===== config.mk =====
export PLATFORM = sky130hd
export DESIGN_NAME = gpio_bank
export DESIGN_NICKNAME = d
export VERILOG_FILES = /design/src/rtl/gpio_bank_pkg.sv /design/src/rtl/gpio_pin_drive.sv /design/src/rtl/gpio_pin_detect.sv /design/src/rtl/gpio_bank.sv
export SDC_FILE = /design/constraint.sdc
export NUM_CORES = 1
export LEC_CHECK = 0
export ABC_AREA = 0
export BUFFER_PORTS_ARGS = -buffer_cell sky130_fd_sc_hd__buf_2
export CORE_ASPECT_RATIO = 1.4
export CORE_MARGIN = 2
export CORE_UTILIZATION = 55
export DETAILED_ROUTE_END_ITERATION = 6
export PLACE_DENSITY = 0.77
export SYNTH_ARGS = -nofsm -noshare
export SYNTH_HDL_FRONTEND = slang
export SYNTH_SLANG_ARGS = --single-unit

===== constraint.sdc =====
create_clock -name clk -period 3.22 [get_ports clk]
set_input_delay 0.805 -clock clk [delete_from_list [all_inputs] [get_ports clk]]
set_output_delay 0.805 -clock clk [all_outputs]
set_load 0.01 [all_outputs]

===== src/rtl/gpio_bank_pkg.sv =====
package gpio_bank_pkg;

    // stored width of a configuration word (bits 16:0)
    localparam int CTRL_W = 17;
    localparam logic [CTRL_W-1:0] CTRL_RST = 17'h08040;

    // configuration bit positions
    localparam int B_DET_LO = 4;
    localparam int B_OD     = 8;
    localparam int B_DIR    = 9;
    localparam int B_SRC    = 10;
    localparam int B_POL    = 11;
    localparam int B_FN_LO  = 12;
    localparam int B_PADOFF = 15;
    localparam int B_VAL    = 16;
    localparam int B_PADRD  = 24;

    // bank registers, offsets above the configuration words
    localparam int REG_PIN_IN = 0;
    localparam int REG_POUT   = 1;
    localparam int REG_LOCK   = 2;
    localparam int REG_STAT   = 3;

    typedef enum logic [3:0] {
        DET_LVL_LO = 4'h0,
        DET_LVL_HI = 4'h1,
        DET_OFF    = 4'h4,
        DET_RISE   = 4'hD,
        DET_FALL   = 4'hE,
        DET_BOTH   = 4'hF
    } det_mode_e;

endpackage


===== src/rtl/gpio_pin_drive.sv =====
module gpio_pin_drive (
    input  logic       dir,
    input  logic       od,
    input  logic       src,
    input  logic       pol,
    input  logic       cval,
    input  logic       pout,
    input  logic [2:0] fn_in,
    output logic       oe,
    output logic       dout,
    output logic [2:0] fn
);
    logic val;
    logic gpio_out;

    always_comb begin
        fn       = fn_in;
        val      = (src ? pout : cval) ^ pol;
        gpio_out = (fn_in == 3'd0) && dir;
        oe       = 1'b0;
        dout     = 1'b0;
        if (gpio_out) begin
            if (od) begin
                oe = ~val;
            end else begin
                oe   = 1'b1;
                dout = val;
            end
        end
    end
endmodule


===== src/rtl/gpio_pin_detect.sv =====
module gpio_pin_detect
    import gpio_bank_pkg::*;
(
    input  logic [3:0] mode,
    input  logic       pad_off,
    input  logic       pad,
    input  logic       pad_prev,
    input  logic       stat,
    input  logic       clr,
    output logic       live,
    output logic       stat_nxt
);
    logic en;
    logic rise;
    logic fall;
    logic kept;

    always_comb begin
        en   = ~pad_off;
        live = pad & en;
        rise = en & pad & ~pad_prev;
        fall = en & ~pad & pad_prev;
        kept = stat & ~clr;
        case (mode)
            DET_LVL_LO: stat_nxt = en & ~pad;
            DET_LVL_HI: stat_nxt = en & pad;
            DET_RISE:   stat_nxt = kept | rise;
            DET_FALL:   stat_nxt = kept | fall;
            DET_BOTH:   stat_nxt = kept | rise | fall;
            default:    stat_nxt = kept;
        endcase
    end
endmodule


===== src/rtl/gpio_bank.sv =====
module gpio_bank
    import gpio_bank_pkg::*;
#(
    parameter int NPINS = 32,
    parameter int AW    = $clog2(NPINS) + 1
) (
    input  logic               clk,
    input  logic               rst_n,
    input  logic               bus_wr,
    input  logic [AW-1:0]      bus_addr,
    input  logic [31:0]        bus_wdata,
    output logic [31:0]        bus_rdata,
    input  logic [NPINS-1:0]   pad_in,
    output logic [NPINS-1:0]   pad_oe,
    output logic [NPINS-1:0]   pad_do,
    output logic [3*NPINS-1:0] fn_sel,
    output logic [NPINS-1:0]   irq_stat
);
    localparam int IW = AW - 1;

    typedef struct packed {
        logic [NPINS-1:0][CTRL_W-1:0] ctrl;
        logic [NPINS-1:0]             pout;
        logic [NPINS-1:0]             lock;
        logic [NPINS-1:0]             stat;
        logic [NPINS-1:0]             inq;
    } bank_st_t;

    bank_st_t st_d, st_q;

    logic [NPINS-1:0] live;
    logic [NPINS-1:0] stat_nxt;
    logic [NPINS-1:0] clr;
    logic             sel_bank;
    logic [IW-1:0]    sel_idx;

    // views of the state for the bound checker
    logic [NPINS-1:0][CTRL_W-1:0] ctrl_v;
    logic [NPINS-1:0]             lock_v;

    assign sel_bank = bus_addr[AW-1];
    assign sel_idx  = bus_addr[IW-1:0];
    assign irq_stat = st_q.stat;
    assign ctrl_v   = st_q.ctrl;
    assign lock_v   = st_q.lock;

    assign clr = (bus_wr && sel_bank && (sel_idx == IW'(REG_STAT)))
               ? bus_wdata[NPINS-1:0] : '0;

    for (genvar g = 0; g < NPINS; g++) begin : g_pin
        gpio_pin_drive u_drv (
            .dir   (st_q.ctrl[g][B_DIR]),
            .od    (st_q.ctrl[g][B_OD]),
            .src   (st_q.ctrl[g][B_SRC]),
            .pol   (st_q.ctrl[g][B_POL]),
            .cval  (st_q.ctrl[g][B_VAL]),
            .pout  (st_q.pout[g]),
            .fn_in (st_q.ctrl[g][B_FN_LO +: 3]),
            .oe    (pad_oe[g]),
            .dout  (pad_do[g]),
            .fn    (fn_sel[3*g +: 3])
        );
        gpio_pin_detect u_det (
            .mode     (st_q.ctrl[g][B_DET_LO +: 4]),
            .pad_off  (st_q.ctrl[g][B_PADOFF]),
            .pad      (pad_in[g]),
            .pad_prev (st_q.inq[g]),
            .stat     (st_q.stat[g]),
            .clr      (clr[g]),
            .live     (live[g]),
            .stat_nxt (stat_nxt[g])
        );
    end

    // next state
    always_comb begin
        st_d      = st_q;
        st_d.inq  = pad_in;
        st_d.stat = stat_nxt;
        if (bus_wr) begin
            if (!sel_bank) begin
                if (!st_q.lock[sel_idx]) begin
                    st_d.ctrl[sel_idx] = bus_wdata[CTRL_W-1:0];
                end
            end else if (sel_idx == IW'(REG_POUT)) begin
                st_d.pout = (st_q.pout & st_q.lock)
                          | (bus_wdata[NPINS-1:0] & ~st_q.lock);
            end else if (sel_idx == IW'(REG_LOCK)) begin
                st_d.lock = st_q.lock | bus_wdata[NPINS-1:0];
            end
        end
    end

    // read path
    always_comb begin
        bus_rdata = '0;
        if (!sel_bank) begin
            bus_rdata[CTRL_W-1:0] = st_q.ctrl[sel_idx];
            bus_rdata[B_PADRD]    = live[sel_idx];
        end else begin
            case (sel_idx)
                IW'(REG_PIN_IN): bus_rdata[NPINS-1:0] = live;
                IW'(REG_POUT):   bus_rdata[NPINS-1:0] = st_q.pout;
                IW'(REG_LOCK):   bus_rdata[NPINS-1:0] = st_q.lock;
                IW'(REG_STAT):   bus_rdata[NPINS-1:0] = st_q.stat;
                default:         bus_rdata = '0;
            endcase
        end
    end

    always_ff @(posedge clk or negedge rst_n) begin
        if (!rst_n) begin
            st_q.ctrl <= {NPINS{CTRL_RST}};
            st_q.pout <= '0;
            st_q.lock <= '0;
            st_q.stat <= '0;
            st_q.inq  <= '0;
        end else begin
            st_q <= st_d;
        end
    end
endmodule


==> results.json <==
{
  "status": "complete, but fails checks",
  "violations": "negative setup slack",
  "drive_above_1_share_pct": 52.5,
  "viasPerCell": 6.72,
  "route.detailed.drc": 0,
  "worstRegToRegCells": 7,
  "maxSlewHeadroom_pct": 28.0,
  "core_area_um2": 63100,
  "placed_cells": 3687,
  "initial_core_util_pct": 55.6,
  "rows": 109,
  "synth_nets": 2753,
  "ys_seq_area_share_pct": 48.2,
  "synth_area_um2": 35100,
  "switching_share_pct": 29.7,
  "slew_viol_final": 0,
  "instances_no_fill": 3853,
  "startpoint": "bus_addr[0]",
  "synth-seq-cells": 672,
  "hp-class": "in2async",
  "worstReg2RegEnd": "ctrl_v[135]",
  "cts_buffers": 66,
  "finalSetupViolCount": 18,
  "p_total_mw": 24.1,
  "synth.area.top_cells": "dfrtp_1, mux2_2, mux4_2",
  "regToRegSetupSlack_ns": 0.77,
  "clkSlewWorstSetupHoldPaths_ns": 0.07,
  "p_sw_mw": 7.15,
  "rsz0062_at_grt": "true",
  "cts_root_buf": "clkbuf_16",
  "clock_latency_ns": 0.62,
  "drv_cap": 0,
  "startpoint_type": "input port",
  "path_max_fanout": 8,
  "firstDrtPassIters": 5,
  "fin_crit_ns": 3.40,
  "synthToLayoutAreaGrowth_pct": 18.6,
  "design_area_um2": 41600,
  "powerDensity_nw_per_um2": 579,
  "crit_arrival_ns": 2.59,
  "setup_slack_ns": -0.178,
  "overflow": 0,
  "dp_hpwl_um": 83700,
  "cts_tree": "built",
  "intPower_mw": 17.0,
  "critical_path_class": "in2out",
  "synthArstFlopShare_pct": 100,
  "drtIter0Drc": 2873,
  "drt-total-wl_um": 120000,
  "via_count": 25877,
  "cp-end-kind": "primary output",
  "place_ws_ns": -0.716,
  "p_leak_nw": 19.4,
  "netlist.area_leader.share_pct": 43.4,
  "yosysWarnings": 0,
  "wl_per_cell_um": 31.2,
  "seqPwrFrac_pct": 45.6,
  "dieArea_um2": 65800,
  "grt_max_degree": 104,
  "nets": 3039,
  "io_pins": 297,
  "synth_edf_count": 0,
  "die_width_um": 217,
  "placed_area_um2": 38000,
  "synth.avg_cell_area_um2": 13.1,
  "antenna_found_initial": 3,
  "worstPathRequired_ns": 2.41,
  "grt_use_total_pct": 36.7,
  "comb_power_share_pct": 20.0,
  "grt_pass1_wl_um": 178000,
  "clockBufferDepth": 3,
  "io_buffer_count": 296,
  "fp.dieH_um": 303,
  "htreeDepth": 3,
  "worst_pin_slew_ns": 1.08,
  "holdBufCountCts": 0,
  "crit_end": "bus_rdata[1]",
  "reg2reg_from": "lock_v[27]",
  "vdd_drop_max_uv": 412,
  "hold_viol": 0,
  "cts.sink_count": 672,
  "yosysTopAreaCell": "dfrtp_1",
  "ant_nets": 0,
  "routabilityCongestion": 0.965,
  "postSynthCellCount": 2680,
  "grt_pass1_vias": 26808,
  "synth_cell_type_count": 68,
  "clkPwrFrac_pct": 34.4,
  "fmax_mhz": 294,
  "skew_ns": 0.0227,
  "fin_crit_sh_pct": 106,
  "ys.flop_type": "dfrtp_1"
}
## repair_timing
item / CTS / global route
setup endpoints to repair: 31 / 24
pin swaps: 33 / 38
gates cloned: 12 / 0
gates resized for setup: 122 / 56
buffers inserted: 27 / 10
## state kept, by name (all words and copies together), names as in the netlist, named ones only
signal and flops:
irq_stat 32, lock_v 32, ctrl_v 544, st_q 32
## worst min path at each step
| stage | slack (ns) | end | start |
|---|---|---|---|
| after floorplan | 0.45 | lock_v[14] | lock_v[14] |
| after global routing | 0.13 | ctrl_v[467] | rst_n |
| after global placement | 0.48 | lock_v[15] | lock_v[15] |
| final | 0.11 | ctrl_v[467] | rst_n |
| after CTS | 0.13 | ctrl_v[467] | rst_n |
| after detailed placement | 0.49 | lock_v[30] | lock_v[30] |
## cell usage after synthesis, types with 47 or more instances
library cell,number
dfrtp_1,608
mux2_2,529
buf_4,202
mux4_2,153
nand2_1,113
nor2_1,98
o21ai_0,77
clkbuf_1,75
a22oi_1,72
dfstp_2,64
nor2b_1,59
mux2_1,52
buf_2,47
## routing by layer
| metal | GRT usage, % | wire length (um) | up-vias |
|---|---|---|---|
| met5 | 0 | 0 | - |
| met4 | 28.1 | 10600 | 0 |
| li1 | - | - | 10376 |
| met1 | 44.3 | 42400 | 13368 |
| met3 | 8.43 | 11000 | 509 |
| met2 | 57.4 | 56400 | 1624 |
## metrics by stage
stage	util [%]	hold WS (ns)	TNS, ns
2_1_floorplan	-	0.450	-0.00928
3_3_place_gp	60.1	0.481	-76.06
3_5_place_dp	60.1	0.486	-84.46
4_1_cts	65.5	0.132	-1.52
5_1_grt	65.9	0.135	-2.39
6_report	65.9	0.110	-1.86
## placed cells by master (no fill, tap or decap), drive strengths merged, types with 13 or more instances in the layout
master and n:
a21o 40, a21oi 31, a22oi 72, a31oi 30, buf 581, clkbuf 106
dfrtp 608, dfstp 64, mux2 581, mux2i 45, mux4 153, nand2 118
nand3 28, nand3b 14, nor2 110, nor2b 59, nor3 36, nor3b 13
nor4 15, o21ai 77, o22ai 17, o311ai 13, or3 20, or4b 32
xor2 45
## cell type report
class	count	area, um^2
clock buffers	104	2010
inverters	9	33.8
fillers	4251	21500
flip-flops and latches	672	16900
clock inverters	16	264
diodes	3	7.51
well taps	832	1040
repair buffers	584	4970
multi-input cells	1633	16400
## power groups by stage
stage	clock, mW	combinational (mW)	sequential, mW
2_1_floorplan	0	3.30	10.5
3_3_place_gp	0	4.33	11.0
3_5_place_dp	0	4.47	11.1
4_1_cts	8.29	4.71	10.9
5_1_grt	8.64	5.11	11.1
6_report	8.30	4.83	11.0
## kinds of logic after synthesis
family / share of synthesized area (%)
muxes: 29.8
DFF: 48.2
and+or+nand+nor: 7.95
buffers and inverters: 6.64
AOI/OAI and AO/OA: 6.36
xor gates and xnor gates: 1.12
## critical path, stage by stage
cell	delay, ns
buf_16	0.14
buf_16	0.14
buf_12	0.13
mux4_2	0.52
a22oi_2	0.31
a41oi_2	0.15
a21o_1	0.23
buf_2	0.15
Power figures use the tool's default switching activity.
